[src/rtl/keyin_pkg.sv]
package keyin_pkg;

  // Strobes from the control half to the datapath half, valid for one cycle.
  typedef struct packed {
    logic keyEvent;   // synchronised leading edge of the keypress strobe
    logic flagClear;  // code-byte read with no competing keypress
    logic ieLoad;     // status-byte write
  } keyin_ctl_t;

endpackage

[src/rtl/keyin_ctrl.sv]
module keyin_ctrl
  import keyin_pkg::*;
#(
  parameter int SYNC_STAGES = 2
) (
  input  logic       clk,
  input  logic       rst,
  input  logic       keyStrobe,
  input  logic       rdCode,
  input  logic       wrStat,
  output keyin_ctl_t ctl
);

  localparam int TOP = SYNC_STAGES - 1;

  logic [TOP:0] syncQ;
  logic         lastQ;
  logic         keyEdge;

  generate
    if (SYNC_STAGES == 1) begin : g_one
      always_ff @(posedge clk) begin
        if (rst) syncQ <= '0;
        else     syncQ <= keyStrobe;
      end
    end else begin : g_chain
      always_ff @(posedge clk) begin
        if (rst) syncQ <= '0;
        else     syncQ <= {syncQ[TOP-1:0], keyStrobe};
      end
    end
  endgenerate

  always_ff @(posedge clk) begin
    if (rst) lastQ <= 1'b0;
    else     lastQ <= syncQ[TOP];
  end

  assign keyEdge = syncQ[TOP] & ~lastQ;

  always_comb begin
    ctl.keyEvent  = keyEdge;
    // A keypress in the same cycle takes priority over the read-side clear.
    ctl.flagClear = rdCode & ~keyEdge;
    ctl.ieLoad    = wrStat;
  end

endmodule

[src/rtl/keyin_dp.sv]
module keyin_dp
  import keyin_pkg::*;
#(
  parameter int CODE_W  = 8,
  parameter int RDY_BIT = 0,
  parameter int ERR_BIT = 6,
  parameter int IE_BIT  = 7
) (
  input  logic              clk,
  input  logic              rst,
  input  keyin_ctl_t        ctl,
  input  logic [CODE_W-1:0] keyCode,
  input  logic [CODE_W-1:0] wrData,
  input  logic              rdCode,
  input  logic              rdStat,
  output logic [CODE_W-1:0] rdBus,
  output logic              irq,
  output logic              readyQ,
  output logic              errQ,
  output logic              ieQ
);

  logic [CODE_W-1:0] codeQ;
  logic [CODE_W-1:0] statByte;
  logic              unusedWrBits;

  assign unusedWrBits = ^wrData;

  always_ff @(posedge clk) begin
    if (rst) begin
      codeQ  <= '0;
      readyQ <= 1'b0;
      errQ   <= 1'b0;
    end else if (ctl.keyEvent) begin
      codeQ  <= keyCode;
      readyQ <= 1'b1;
      errQ   <= readyQ;
    end else if (ctl.flagClear) begin
      readyQ <= 1'b0;
      errQ   <= 1'b0;
    end
  end

  always_ff @(posedge clk) begin
    if (rst)             ieQ <= 1'b0;
    else if (ctl.ieLoad) ieQ <= wrData[IE_BIT];
  end

  always_comb begin
    statByte          = '0;
    statByte[RDY_BIT] = readyQ;
    statByte[ERR_BIT] = errQ;
    statByte[IE_BIT]  = ieQ;
  end

  always_comb begin
    if (rdCode)      rdBus = codeQ;
    else if (rdStat) rdBus = statByte;
    else             rdBus = '0;
  end

  assign irq = ieQ & readyQ;

endmodule

[src/rtl/keyin_regs.sv]
module keyin_regs
  import keyin_pkg::*;
#(
  parameter int CODE_W      = 8,
  parameter int SYNC_STAGES = 2
) (
  input  logic              clk,
  input  logic              rst,
  input  logic              keyStrobe,
  input  logic [CODE_W-1:0] keyCode,
  input  logic              rdCode,
  input  logic              rdStat,
  input  logic              wrStat,
  input  logic [CODE_W-1:0] wrData,
  output logic [CODE_W-1:0] rdBus,
  output logic              irq
);

  keyin_ctl_t ctlBus;
  logic       keyEdge;
  logic       readyQ;
  logic       errQ;
  logic       ieQ;

  keyin_ctrl #(.SYNC_STAGES(SYNC_STAGES)) u_ctrl (
    .clk      (clk),
    .rst      (rst),
    .keyStrobe(keyStrobe),
    .rdCode   (rdCode),
    .wrStat   (wrStat),
    .ctl      (ctlBus)
  );

  keyin_dp #(.CODE_W(CODE_W)) u_dp (
    .clk    (clk),
    .rst    (rst),
    .ctl    (ctlBus),
    .keyCode(keyCode),
    .wrData (wrData),
    .rdCode (rdCode),
    .rdStat (rdStat),
    .rdBus  (rdBus),
    .irq    (irq),
    .readyQ (readyQ),
    .errQ   (errQ),
    .ieQ    (ieQ)
  );

  assign keyEdge = ctlBus.keyEvent;

endmodule

[config.mk]
export PLATFORM = sky130hd
export DESIGN_NAME = keyin_regs
export DESIGN_NICKNAME = d
export VERILOG_FILES = /design/src/rtl/keyin_pkg.sv /design/src/rtl/keyin_ctrl.sv /design/src/rtl/keyin_dp.sv /design/src/rtl/keyin_regs.sv
export SDC_FILE = /design/constraint.sdc
export NUM_CORES = 1
export LEC_CHECK = 0
export BUFFER_PORTS_ARGS = -buffer_cell sky130_fd_sc_hd__buf_4
export CAP_MARGIN = 30
export CORE_UTILIZATION = 41
export DETAILED_ROUTE_END_ITERATION = 16
export GPL_TIMING_DRIVEN = 0
export MAX_ROUTING_LAYER = met4
export PLACE_DENSITY = 0.8
export SETUP_SLACK_MARGIN = 0.4
export SLEW_MARGIN = 10
export SYNTH_ARGS = -nofsm -noshare
export SYNTH_HDL_FRONTEND = slang
export SYNTH_SLANG_ARGS = --single-unit
[constraint.sdc]
create_clock -name clk -period 0.9 [get_ports clk]
set_input_delay 0.09 -clock clk [delete_from_list [all_inputs] [get_ports clk]]
set_output_delay 0.09 -clock clk [all_outputs]
set_load 0.03 [all_outputs]
# Yosys cells after proc, flatten, opt, wreduce, memory -nomap -nowiden
# Index checks and enable logic that the tools add are counted.
totals:
  register_bits: 14
  latchBits: 0
  ram_bits: 0
  mem_bits_ro: 0
  in_bits: 22
  memories: 0
op_classes:
  n_addsub: 0
  multipliers: 0
  div: 0
  n_lt_le_gt_ge: 0
  n_eq_ne: 0
  n_shift: 0
  n_mux: 5
  n_bitwise: 5
  reduce_logical: 1
ops:
  columns: ["operator", "count"]
  rows:
  - ["8-bit two-way mux", 2]
  - ["1-bit bitwise AND", 3]
  - ["1-bit two-way mux", 3]
  - ["1-bit inverter", 2]
  - ["2-bit nonzero test", 1]

# Longest topological paths before layout
logic_depth:
  ltp_word: 6
  mapped_depth: 4

# Hierarchy
# From an unflattened synthesis, not the netlist that was laid out.
hier_totals:
  cells_unflattened: 63
  area_unflattened_um2: 584.3
modules_own_cells:
  columns: ["mod", "instances", "cells_per_inst", "area_per_inst_um2", "seq_area_each_um2"]
  rows:
  - ["keyin_dp", 1, 53, 467.9, 220.2]
  - ["keyin_ctrl", 1, 10, 116.4, 60.1]

# Worst setup path after synthesis
# Ideal clock, no wire load.
synth_path:
  path_type: "register to output"
  start: "reg u_dp.readyQ"
  end: "out rdBus[0]"
  t_arrival_ns: 1.069
  required_time_ns: 0.810
  setup_slack_ns: -0.259
  stages_incl_launch_ff: 3
  path_buffers: 0
  cell_sequence: "dfxtp_1 nand2b_1 o21ai_0"
synth_between:
  elab_chain_len: 2
synth_lines:
  columns: ["item", "line", "text"]
  rows:
  - ["start, declared", "keyin_dp.sv:18", "output logic readyQ,"]
  - ["start signal, assigned", "keyin_dp.sv:32", "readyQ <= 1'b0;"]
  - ["start signal, assigned", "keyin_dp.sv:36", "readyQ <= 1'b1;"]
  - ["start signal, assigned", "keyin_dp.sv:39", "readyQ <= 1'b0;"]
  - ["8-bit two-way mux", "keyin_dp.sv:58", "else if (rdStat) rdBus = statByte;"]
  - ["8-bit two-way mux", "keyin_dp.sv:57", "if (rdCode) rdBus = codeQ;"]
  - ["end, declared", "keyin_regs.sv:15", "output logic [CODE_W-1:0] rdBus,"]
# Every way passes these cells.

# Worst setup path after layout
layout_path:
  start: "reg u_dp.errQ"
  end: "out rdBus[6]"
layout_between:
  elab_chain_len: 2
layout_lines:
  columns: ["item", "line", "text"]
  rows:
  - ["start, declared", "keyin_dp.sv:19", "output logic errQ,"]
  - ["start signal, assigned", "keyin_dp.sv:37", "errQ <= readyQ;"]
  - ["8-bit two-way mux", "keyin_dp.sv:58", null]
  - ["8-bit two-way mux", "keyin_dp.sv:57", null]
# Every way passes these cells.

==> impl_metrics.yaml <==
sta:
  min_period_ps: 1190
  max_slew.worst_pin.slew_ps: 292
  layout_worst_path_cycle_share: 1.32
  fin_ws_ps: -287
  setup_viol: 16
  hold_violations: 0
  grt_setup_unrepaired: "true"
  fmax_mhz: 842
  slew_headroom: 0.805
  slew_viol_final: 0
  finClkSkew_ps: 6.36
global_routing:
  grt_usage: 0.266
  grt_pass1_vias: 559
  antenna_found_initial: 0
  grt_first_pass_wirelength_mm: 2.51
  grt_overflow_total: 0
  grt_max_degree: 11
setup_path:
  worstPathArrival_ps: 1100
  cp.required_ps: 810
  critPathLaunchType: "flop"
  rr_startpoint: "u_ctrl.lastQ"
  crit_fanout: 2
  end_kind: "output port"
  r2r_cells: 4
  crit_start: "u_dp.errQ"
  reg2reg_slack_ps: -50
  crit_type: "reg -> out"
  worstSetupEndpoint: "rdBus[6]"
  r2r_end: "u_dp.codeQ[6]"
cells_and_area:
  final_area_sq_um: 1090
  final_common_cell: "buf_4"
  final_cell_mix: "buf_4 (16), buf_6 (12), nand2_2 (11)"
  nets: 123
  post_route_cells_drive_above_1_share: 0.899
  area_delta_synth_final_pct: 97.9
  fin_util: 0.928
  diodes: 0
clock_tree:
  cts.sinks: 14
  cts_tree: "yes"
  htreeDepth: 1
  cts_buffers: 3
  path_clk_slew_ps: 90
  clockRootBuffer: "clkbuf_4"
  insertion_delay_ps: 290
  clock_path_buffers: 2
placed_design:
  place_congestion: 0.608
  place_area_sq_um: 787
  dpl.hpwl_um: 875
  portBuffers: 23
drt:
  vias_per_cell: 5.40
  wl_met3_um: 108
  drt_iter0_drc: 10
  drt-met1-wl_um: 856
  ant_nets: 0
  top_layer_used: "met4"
  vias: 610
  route.met2.wl_mm: 1.04
  drc: 0
  drt-total-wl_mm: 2.04
  wl_per_cell_um: 18.1
  first_pass_iters: 4
synth:
  syn_inst: 68
  ys_top_cells_by_area: "dfxtp_1 (51%), nand2_1 (14%), a21oi_1 (9.1%), and2_1 (6.8%), nor2b_1 (5.7%)"
  seq_area_frac_synth: 0.510
  syn-cell-area_sq_um: 549
  syn_avg_cell_area_sq_um: 8.08
  mappedNetlistNets: 90
  yosysWarnings: 0
  synth_top_area_cell: "dfxtp_1"
  synth_top_area_share: 0.510
  synth_cell_types: 14
  ys_seq_elements: 14
floorplanning:
  die_h_um: 38.6
  core_sq_um: 1170
  initial_core_util: 0.469
  ios: 31
  die_x_um: 38.6
  rows: 12
  dieArea_sq_um: 1490
hold_path:
  hold_class: "in -> reg"
outcome:
  violations: "negative setup slack"
  status: "finished, violations left"
pwr:
  powerDensity_nw_per_um2: 1180
  ir_worst_vdd_uv: 952
  p_leak_nw: 0.464
job:
  maxCapViolCount: 0
[cell usage after synthesis]
| cell type | instances |
|---|---|
| and2_1 | 6 |
| nor2b_1 | 5 |
| nand2_1 | 21 |
| a22o_1 | 1 |
| buf_2 | 2 |
| buf_4 | 1 |
| nor2_1 | 1 |
| mux2i_1 | 1 |
| a21oi_1 | 10 |
| o21ai_0 | 2 |
| dfxtp_1 | 14 |
| clkbuf_2 | 1 |
| nand2b_1 | 2 |
| inv_1 | 1 |
[stage by stage]
step / setup TNS (ps) / power, mW / cells / setup slack (ps) / hold slack, ps
5_1_grt: -1880 / 1.32 / 113 / -297 / 2.31
2_1_floorplan: 0 / 0.750 / 68 / 125 / 154
3_5_place_dp: -172 / 0.830 / 105 / -115 / 286
3_3_place_gp: -128 / 0.826 / 105 / -96.2 / 279
6_report: -1380 / 1.28 / 113 / -287 / 0.390
4_1_cts: -991 / 1.22 / 111 / -281 / -15.1
[final cells by class]
type	instances	area, sq um
Multi-Input combinational cell	49	452
Sequential cell	14	297
Timing Repair Buffer	28	259
Fill cell	41	83.8
Buffer	4	36.3
Clock buffer	3	22.5
Tap cell	14	17.5
Inverter	1	3.75
[state kept, by name, summed over array words and instances (netlist names)]
signal,cells
u_dp.codeQ,8
u_ctrl.syncQ,2
u_dp.errQ,1
u_dp.ieQ,1
u_ctrl.lastQ,1
u_dp.readyQ,1
[worst min path at each step]
stage	startpoint	end	slack (ps)	cells past startpoint
final	rst	u_dp.codeQ[0]	0.4	2
after CTS	rst	u_dp.codeQ[0]	-20	2
after global placement	rst	u_ctrl.syncQ[1]	280	2
after detailed placement	rst	u_ctrl.syncQ[1]	290	2
after floorplan	rst	u_ctrl.syncQ[1]	150	1
after global routing	rst	u_dp.codeQ[0]	2	2
[kinds of logic after synthesis]
kind of cell / after synthesis / share of synthesized area
compound gates: 13 / 0.125
simple gates: 35 / 0.298
buf+inv: 5 / 0.0478
flops: 14 / 0.510
mux: 1 / 0.0182
[worst max-delay path, cell delays in order (launching register included)]
cell     delay (ps)
dfxtp_2         330
nor2b_4         130
a22o_4          220
buf_6           140
[power breakdown]
group | leakage, nW | switching [mW] | internal (mW)
Combinational | 0.331 | 0.127 | 0.128
Sequential | 0.119 | 0.0219 | 0.642
Clock | 0.0138 | 0.208 | 0.156
Total | 0.464 | 0.357 | 0.926
[metal layers]
| layer | global-route usage | vias to the layer above |
|---|---|---|
| met5 | - | - |
| met4 | 0.129 | 0 |
| met3 | 0.0347 | 4 |
| met2 | 0.475 | 28 |
| met1 | 0.285 | 299 |
| li1 | - | 279 |
[what timing repair did]
action	4_1_cts	5_1_grt
buffers inserted	1	2
setup endpoints to repair	22	22
endpoints found under the hold margin	3	0
cloned	2	0
pin swaps	13	15
gates resized for setup	47	26
(Power assumes the default switching activity.)
